<file path="src/rtl/necc_pkg.sv">
`timescale 1ns/1ps
package necc_pkg;

  typedef enum logic [1:0] {
    PH_DATA = 2'd0,
    PH_CODE = 2'd1,
    PH_DONE = 2'd2
  } phase_e;

  typedef enum logic [2:0] {
    SEL_CTRL = 3'd0,
    SEL_MODE = 3'd1,
    SEL_STAT = 3'd2,
    SEL_PAR  = 3'd3,
    SEL_CPAR = 3'd4
  } sel_e;

  typedef struct packed {
    logic multi;
    logic in_code;
    logic recov;
  } flags_t;

endpackage

</file>
<file path="src/rtl/necc_fold.sv">
`timescale 1ns/1ps
// Folds one bus beat into a parity contribution: the XOR of the positions
// of all set bits, plus the oddness of the set-bit count.
module necc_fold #(
  parameter int DQ_W    = 16,
  parameter int WADDR_W = 12,
  parameter int BIT_W   = 4
) (
  input  logic [WADDR_W-1:0]       word_idx,
  input  logic [DQ_W-1:0]          dq,
  input  logic                     wide,
  output logic [WADDR_W+BIT_W-1:0] contrib,
  output logic                     odd
);
  localparam int SYN_W  = WADDR_W + BIT_W;
  localparam int HALF_W = DQ_W / 2;

  logic [DQ_W-1:0]  live;
  logic [SYN_W-1:0] term [DQ_W];

  for (genvar i = 0; i < DQ_W; i++) begin : g_lane
    if (i < HALF_W) begin : g_low
      assign live[i] = dq[i];
    end else begin : g_high
      assign live[i] = dq[i] & wide;
    end
    assign term[i] = live[i] ? {word_idx, BIT_W'(i)} : '0;
  end

  always_comb begin
    contrib = '0;
    odd     = 1'b0;
    for (int i = 0; i < DQ_W; i++) begin
      contrib = contrib ^ term[i];
      odd     = odd ^ live[i];
    end
  end
endmodule

</file>
<file path="src/rtl/necc_seq.sv">
`timescale 1ns/1ps
// Beat counter and page phase: data beats, then code beats, then frozen.
module necc_seq import necc_pkg::*; #(
  parameter int CNT_W   = 13,
  parameter int WADDR_W = 12
) (
  input  logic               clk,
  input  logic               rst_ni,
  input  logic               clr,
  input  logic               take,
  input  logic               wide,
  input  logic [CNT_W-1:0]   page_words,
  output phase_e             phase,
  output logic [WADDR_W-1:0] word_idx,
  output logic [1:0]         slot,
  output logic               acc_en,
  output logic               cap_en
);
  phase_e           ph_q, ph_d;
  logic [CNT_W-1:0] cnt_q, cnt_d;
  logic [1:0]       slot_q, slot_d;
  logic [1:0]       slot_last;
  logic             upd;

  assign slot_last = wide ? 2'd1 : 2'd3;
  assign acc_en    = take && !clr && (ph_q == PH_DATA);
  assign cap_en    = take && !clr && (ph_q == PH_CODE);
  assign upd       = clr || acc_en || cap_en;

  always_comb begin
    ph_d   = ph_q;
    cnt_d  = cnt_q;
    slot_d = slot_q;
    if (clr) begin
      ph_d   = PH_DATA;
      cnt_d  = '0;
      slot_d = '0;
    end else if (acc_en) begin
      cnt_d = cnt_q + CNT_W'(1);
      if (cnt_q == page_words - CNT_W'(1)) ph_d = PH_CODE;
    end else if (cap_en) begin
      slot_d = slot_q + 2'd1;
      if (slot_q == slot_last) ph_d = PH_DONE;
    end
  end

  always_ff @(posedge clk or negedge rst_ni) begin
    if (!rst_ni) begin
      ph_q   <= PH_DATA;
      cnt_q  <= '0;
      slot_q <= '0;
    end else if (upd) begin
      ph_q   <= ph_d;
      cnt_q  <= cnt_d;
      slot_q <= slot_d;
    end
  end

  assign phase    = ph_q;
  assign word_idx = cnt_q[WADDR_W-1:0];
  assign slot     = slot_q;

  p_hold_when_idle_r3: assert property (@(posedge clk) disable iff (!rst_ni)
    (!take && !clr) |=> ($stable(cnt_q) && $stable(slot_q) && $stable(ph_q)));

  p_count_bound_r4: assert property (@(posedge clk) disable iff (!rst_ni)
    (ph_q == PH_DATA) |-> (cnt_q < page_words));

  p_clear_restart_r10: assert property (@(posedge clk) disable iff (!rst_ni)
    clr |=> (ph_q == PH_DATA && cnt_q == '0 && slot_q == '0));

  p_done_sticky_r11: assert property (@(posedge clk) disable iff (!rst_ni)
    (ph_q == PH_DONE && !clr) |=> (ph_q == PH_DONE));
endmodule

</file>
<file path="src/rtl/necc_judge.sv">
`timescale 1ns/1ps
// Compares computed and stored code and sorts the outcome.
module necc_judge import necc_pkg::*; #(
  parameter int SYN_W = 16
) (
  input  logic [SYN_W-1:0] calc_p,
  input  logic [SYN_W-1:0] calc_np,
  input  logic [SYN_W-1:0] store_p,
  input  logic [SYN_W-1:0] store_np,
  output logic [SYN_W-1:0] syn,
  output logic [SYN_W-1:0] nsyn,
  output flags_t           flags
);
  always_comb begin
    syn   = calc_p ^ store_p;
    nsyn  = calc_np ^ store_np;
    flags = '0;
    if ((syn | nsyn) == '0) begin
      flags = '0;
    end else if ((syn ^ nsyn) == '1) begin
      flags.recov = 1'b1;
    end else if ($countones({syn, nsyn}) == 1) begin
      flags.recov   = 1'b1;
      flags.in_code = 1'b1;
    end else if (syn == '1) begin
      flags = '0;
    end else begin
      flags.recov = 1'b1;
      flags.multi = 1'b1;
    end
  end
endmodule

</file>
<file path="src/rtl/necc_page_ecc.sv">
`timescale 1ns/1ps
module necc_page_ecc import necc_pkg::*; #(
  parameter int DQ_W      = 16,
  parameter int WADDR_W   = 12,
  parameter int PAGE_BASE = 528,
  parameter int SIZE_W    = 2,
  parameter int REG_W     = 32
) (
  input  logic             clk,
  input  logic             rst_n,
  input  logic             bus_strobe,
  input  logic             bus_data_phase,
  input  logic [DQ_W-1:0]  bus_dq,
  input  logic [2:0]       reg_sel,
  input  logic             reg_we,
  input  logic [REG_W-1:0] reg_wdata,
  output logic [REG_W-1:0] reg_rdata
);
  localparam int BIT_W    = $clog2(DQ_W);
  localparam int SYN_W    = WADDR_W + BIT_W;
  localparam int CODE_W   = 2 * SYN_W;
  localparam int BYTE_W   = 8;
  localparam int WIDE_BIT = 4;
  localparam int CNT_W    = $clog2((PAGE_BASE << ((1 << SIZE_W) - 1)) + 1);

  // internal reset: asserted asynchronously, released on the clock
  logic [1:0] rst_q;
  logic       rst_ni;
  always_ff @(posedge clk or negedge rst_n) begin
    if (!rst_n) rst_q <= '0;
    else        rst_q <= {rst_q[0], 1'b1};
  end
  assign rst_ni = rst_q[1];

  // register writes
  logic clr, mode_wr, wdata_unused;
  assign mode_wr = reg_we && (reg_sel == SEL_MODE);
  assign clr     = mode_wr || (reg_we && (reg_sel == SEL_CTRL) && reg_wdata[0]);
  assign wdata_unused = ^{reg_wdata[REG_W-1:WIDE_BIT+1], reg_wdata[WIDE_BIT-1:SIZE_W]};

  logic [SIZE_W-1:0] size_q;
  logic              wide_q;
  always_ff @(posedge clk or negedge rst_ni) begin
    if (!rst_ni) begin
      size_q <= '0;
      wide_q <= 1'b0;
    end else if (mode_wr) begin
      size_q <= reg_wdata[SIZE_W-1:0];
      wide_q <= reg_wdata[WIDE_BIT];
    end
  end

  logic [CNT_W-1:0] page_bytes, page_words;
  assign page_bytes = CNT_W'(PAGE_BASE) << size_q;
  assign page_words = wide_q ? (page_bytes >> 1) : page_bytes;

  // sequencing
  phase_e             phase;
  logic [WADDR_W-1:0] word_idx;
  logic [1:0]         slot;
  logic               acc_en, cap_en;

  necc_seq #(.CNT_W(CNT_W), .WADDR_W(WADDR_W)) u_seq (
    .clk        (clk),
    .rst_ni     (rst_ni),
    .clr        (clr),
    .take       (bus_strobe && bus_data_phase),
    .wide       (wide_q),
    .page_words (page_words),
    .phase      (phase),
    .word_idx   (word_idx),
    .slot       (slot),
    .acc_en     (acc_en),
    .cap_en     (cap_en)
  );

  // parity accumulation
  logic [SYN_W-1:0] contrib;
  logic             odd;
  necc_fold #(.DQ_W(DQ_W), .WADDR_W(WADDR_W), .BIT_W(BIT_W)) u_fold (
    .word_idx (word_idx),
    .dq       (bus_dq),
    .wide     (wide_q),
    .contrib  (contrib),
    .odd      (odd)
  );

  logic [SYN_W-1:0]  par_q, par_d, npar_q, npar_d;
  logic [CODE_W-1:0] code_q, code_d;
  logic              par_en, code_en;

  assign par_en  = clr || acc_en;
  assign code_en = clr || cap_en;

  always_comb begin
    par_d  = par_q;
    npar_d = npar_q;
    if (clr) begin
      par_d  = '0;
      npar_d = '0;
    end else if (acc_en) begin
      par_d  = par_q ^ contrib;
      npar_d = npar_q ^ contrib ^ {SYN_W{odd}};
    end
  end

  always_comb begin
    code_d = code_q;
    if (clr) begin
      code_d = '0;
    end else if (cap_en) begin
      if (wide_q) code_d[slot[0]*DQ_W +: DQ_W] = bus_dq;
      else        code_d[slot*BYTE_W +: BYTE_W] = bus_dq[BYTE_W-1:0];
    end
  end

  always_ff @(posedge clk or negedge rst_ni) begin
    if (!rst_ni) begin
      par_q  <= '0;
      npar_q <= '0;
    end else if (par_en) begin
      par_q  <= par_d;
      npar_q <= npar_d;
    end
  end

  always_ff @(posedge clk or negedge rst_ni) begin
    if (!rst_ni)      code_q <= '0;
    else if (code_en) code_q <= code_d;
  end

  // outcome
  logic [SYN_W-1:0] syn, nsyn;
  flags_t           flags;
  necc_judge #(.SYN_W(SYN_W)) u_judge (
    .calc_p   (par_q),
    .calc_np  (npar_q),
    .store_p  (code_q[SYN_W-1:0]),
    .store_np (code_q[CODE_W-1:SYN_W]),
    .syn      (syn),
    .nsyn     (nsyn),
    .flags    (flags)
  );

  logic done;
  assign done = (phase == PH_DONE);

  always_comb begin
    reg_rdata = '0;
    case (reg_sel)
      SEL_MODE: reg_rdata = REG_W'({wide_q, {(WIDE_BIT-SIZE_W){1'b0}}, size_q});
      SEL_STAT: reg_rdata = done ? REG_W'(flags) : '0;
      SEL_PAR:  reg_rdata = REG_W'(done ? syn : par_q);
      SEL_CPAR: reg_rdata = REG_W'(done ? nsyn : npar_q);
      default:  reg_rdata = '0;
    endcase
  end

  p_done_frozen_r11: assert property (@(posedge clk) disable iff (!rst_ni)
    (done && !clr) |=> ($stable(par_q) && $stable(npar_q) && $stable(code_q)));

  p_clear_parity_r10: assert property (@(posedge clk) disable iff (!rst_ni)
    clr |=> (par_q == '0 && npar_q == '0 && code_q == '0));

  p_single_located_r6: assert property (@(posedge clk) disable iff (!rst_ni)
    (done && ((syn ^ nsyn) == '1)) |-> (flags == 3'b001));

  p_erased_clean_r9: assert property (@(posedge clk) disable iff (!rst_ni)
    (done && syn == '1 && nsyn == '1) |-> (flags == 3'b000));

  p_mode_hold_r12: assert property (@(posedge clk) disable iff (!rst_ni)
    !mode_wr |=> ($stable(wide_q) && $stable(size_q)));
endmodule

</file>
<file path="config.mk">
export PLATFORM = sky130hd
export DESIGN_NAME = necc_page_ecc
export DESIGN_NICKNAME = d
export VERILOG_FILES = /design/src/rtl/necc_pkg.sv /design/src/rtl/necc_fold.sv /design/src/rtl/necc_seq.sv /design/src/rtl/necc_judge.sv /design/src/rtl/necc_page_ecc.sv
export SDC_FILE = /design/constraint.sdc
export NUM_CORES = 1
export LEC_CHECK = 0
export BUFFER_PORTS_ARGS = -buffer_cell sky130_fd_sc_hd__buf_2
export CORE_UTILIZATION = 36
export CTS_CLUSTER_DIAMETER = 50
export CTS_CLUSTER_SIZE = 12
export DETAILED_ROUTE_END_ITERATION = 10
export RECOVER_POWER = 50
export SETUP_SLACK_MARGIN = 0.15
export SLEW_MARGIN = 10
export SYNTH_ARGS = -nofsm -noshare
export SYNTH_HDL_FRONTEND = slang
export SYNTH_SLANG_ARGS = --single-unit
</file>
<file path="constraint.sdc">
create_clock -name clk -period 9.95 [get_ports clk]
set_input_delay 0.995 -clock clk [delete_from_list [all_inputs] [get_ports clk]]
set_output_delay 0.995 -clock clk [all_outputs]
set_load 0.02 [all_outputs]
</file>
==> impl_metrics.tcl <==
set metrics [dict create \
    layoutNonFillerInstCount 1093 \
    vias_per_cell 5.049 \
    routabilityCongestion 0.8751 \
    synth-edff-count 0 \
    clk_pin_slew_worst_paths_ns 0.07 \
    slew_violations 126 \
    seq_area_um2 2152 \
    cts_resized 0 \
    die_w_um 142.0 \
    crit_arrival_ns 6.16 \
    synthFlopType "dfrtp_1" \
    slowest_stage "nor4_1" \
    yosys_warnings 0 \
    synthArstFlopShare_pct 100.0 \
    grt_pass1_vias 5188 \
    vias 5519 \
    hold_viol 0 \
    fp.dieH_um 142.0 \
    wl_per_cell_um 17.22 \
    drv_cap 2 \
    num_rows 50 \
    setup_violations 0 \
    grtUsageTotal_pct 19.65 \
    slew_headroom_pct -167.0 \
    initial_core_util_pct 37.22 \
    antenna_found_initial 0 \
    avgSynthCellArea_um2 8.754 \
    postCtsSetupRepairBufs 0 \
    cts_root_buf "clkbuf_16" \
    endpoint_kind "output pin" \
    n_antenna_cell 0 \
    fin_util_pct 40.83 \
    path_common_cell "fa_1" \
    finalWirelength_um 18820 \
    synthTopCellsByArea "dfrtp_1 (31%), ha_1 (8.2%), xor2_1 (7.9%)" \
    critPathLaunchType "flop" \
    critical_path.cell_chain "xnor2_1 > inv_1 > ha_1 > inv_1 > fa_1 > fa_1 > fa_1 > fa_1 > fa_1 > inv_1 > ha_1 > inv_1 > fa_1 > nand4bb_1 > nor4_1 > o31ai_1 > o211ai_1 > buf_2" \
    yosysTopAreaCell "dfrtp_1" \
    multi_input_area_um2 4313 \
    drtPass1Iterations 5 \
    final_cell_area_um2 7739 \
    portBuffers 42 \
    yosysSeqAreaShare_pct 30.50 \
    critPathRequiredTime_ns 8.96 \
    cp_max_fo 4 \
    post-route-period-util_pct 71.91 \
    synth_top_cell_area_share_pct 30.50 \
    critical_path_class "flop to output pin" \
    synth_seq_cells 86 \
    violations "max-capacitance violations, max-slew violations" \
    hold_path_class "flop to async pin" \
    die-area_um2 20160 \
    grt_max_degree 70 \
    cts_tree "done" \
    setup_tns_ns 0 \
    htree_levels 3 \
    dpl_cell_area_um2 7425 \
    ctsLongestPathBuffers 2 \
    holdBufCountCts 0 \
    ant_nets 0 \
    clk_latency_ns 0.36 \
    cts.sinks 86 \
    synth_cell_types 53 \
    grt_setup_unrepaired "false" \
    max_stage_delay_ns 0.59 \
    layout-drive-gt1-share_pct 9.604 \
    dp.cells 1077 \
    hpwl_um 14370 \
    grt.overflow.total 0 \
    finClkSkew_ns 0.009931 \
    cts_made_buffers 9 \
    fmax_ghz 0.1398 \
    synth_cells 806 \
    nNetsFinal 956 \
    area_delta_synth_final_pct 9.683 \
    tightest_slew_ns 4.004 \
    drc 0 \
    grt_pass1_wl_um 29390 \
    ios 88 \
    status "complete, but fails checks" \
    netlist_area_um2 7056 \
    coreArea_um2 18960 \
    drt-initial-drc-count 397 \
    min_period_ns 7.155 \
    nFillCells 1944 \
]
-- layout by cell type, fill, tap and decap left out, types with 10 or more instances in the layout --
cell and instances:
nand2_1 101, inv_1 94, dfrtp_1 86, xor2_1 64, xnor2_1 52, ha_1 46, nor2_1 43, o21ai_0 42
buf_2 40, a21oi_1 26, fa_1 26, a22oi_1 18, conb_1 17, nand4_1 16, o211ai_1 15, or3_1 15
o22ai_1 14, or4_1 13, nor3_1 10
-- area by class of cell --
cell class / count / share of cell area, %
multi-input cells: 586 / 55.73
flip-flops and latches: 86 / 27.81
inverters: 94 / 4.559
well taps: 260 / 4.204
repair buffers: 51 / 3.460
clock buffers: 9 / 2.910
clock inverters: 7 / 1.326
-- critical path, delay by kind of cell, from the launching register on --
| family | cells | cell delay (ns) |
|---|---|---|
| buf+inv | 5 | 0.48 |
| xor+xnor | 1 | 0.38 |
| fa+ha+maj | 8 | 3.42 |
| simple gates | 2 | 0.70 |
| compound gates | 2 | 0.38 |
| flops | 1 | 0.44 |
-- cell families after synthesis --
kind of cell / after synthesis / synth area share, %
mux: 9 / 1.436
other cells: 2 / 0.1064
compound gates: 139 / 12.43
buf+inv: 149 / 9.275
simple gates: 231 / 15.68
xor+xnor: 118 / 15.04
flops: 86 / 30.50
fa+ha+maj: 72 / 15.53
-- sequential cells by signal, summed over array words and instances (netlist names) --
| register | flops |
|---|---|
| code_q | 32 |
| npar_q | 16 |
| par_q | 16 |
| rst_q | 2 |
| size_q | 2 |
| u_seq.cnt_q | 13 |
| u_seq.phase | 2 |
| u_seq.slot | 2 |
| wide_q | 1 |
-- Yosys cell counts (3+ instances only) --
| cell type | number |
|---|---|
| or4_1 | 13 |
| nor4_1 | 3 |
| fa_1 | 26 |
| or3_1 | 15 |
| xor2_1 | 64 |
| nor2_1 | 43 |
| o22ai_1 | 14 |
| nand2_1 | 101 |
| mux2_2 | 9 |
| xnor2_1 | 52 |
| clkbuf_1 | 27 |
| a22o_1 | 8 |
| nand2b_1 | 4 |
| dfrtp_1 | 86 |
| buf_4 | 20 |
| nor2b_1 | 6 |
| nor3_1 | 11 |
| buf_2 | 4 |
| nand3_1 | 7 |
| ha_1 | 46 |
| o211ai_1 | 15 |
| nand4_1 | 16 |
| a21oi_1 | 26 |
| a22oi_1 | 18 |
| inv_1 | 94 |
| o21ai_0 | 42 |
-- stage by stage --
stage | hold WS (ns) | setup WS, ns
6_report | 0.2618 | 2.795
3_3_place_gp | 0.1849 | 3.213
5_1_grt | 0.3333 | 2.530
2_1_floorplan | 0.3312 | 4.021
3_5_place_dp | 0.1835 | 3.139
4_1_cts | 0.1869 | 2.749
-- final timing paths --
check / endpoint / start / depth (start not counted) / slack, ns
min in group clk: rst_q[1] / rst_q[0] / 0 / 0.35
worst max-delay path: reg_rdata[0] / npar_q[1] / 18 / 2.80
worst min register to register: u_seq.cnt_q[9] / rst_q[1] / 0 / 0.26
worst min-delay path: u_seq.cnt_q[9] / rst_q[1] / 0 / 0.26
max in group asynchronous: code_q[19] / rst_q[1] / 1 / 5.46
worst max register to register: code_q[19] / rst_q[1] / 1 / 5.46
-- metal layers --
metal | track usage, % | wire length, um | share of wire [%] | vias up
met3 | 3.129 | 864 | 4.6 | 23
met1 | 28.17 | 9057 | 48 | 2658
met4 | 6.735 | 346 | 1.8 | 0
met2 | 29.93 | 8552 | 45 | 142
met5 | 0 | 0 | 0 | -
li1 | - | - | - | 2696
Power is left out: the tool's default activity adds up to more than one toggle a clock period on the data nets, which glitch-free logic cannot reach.
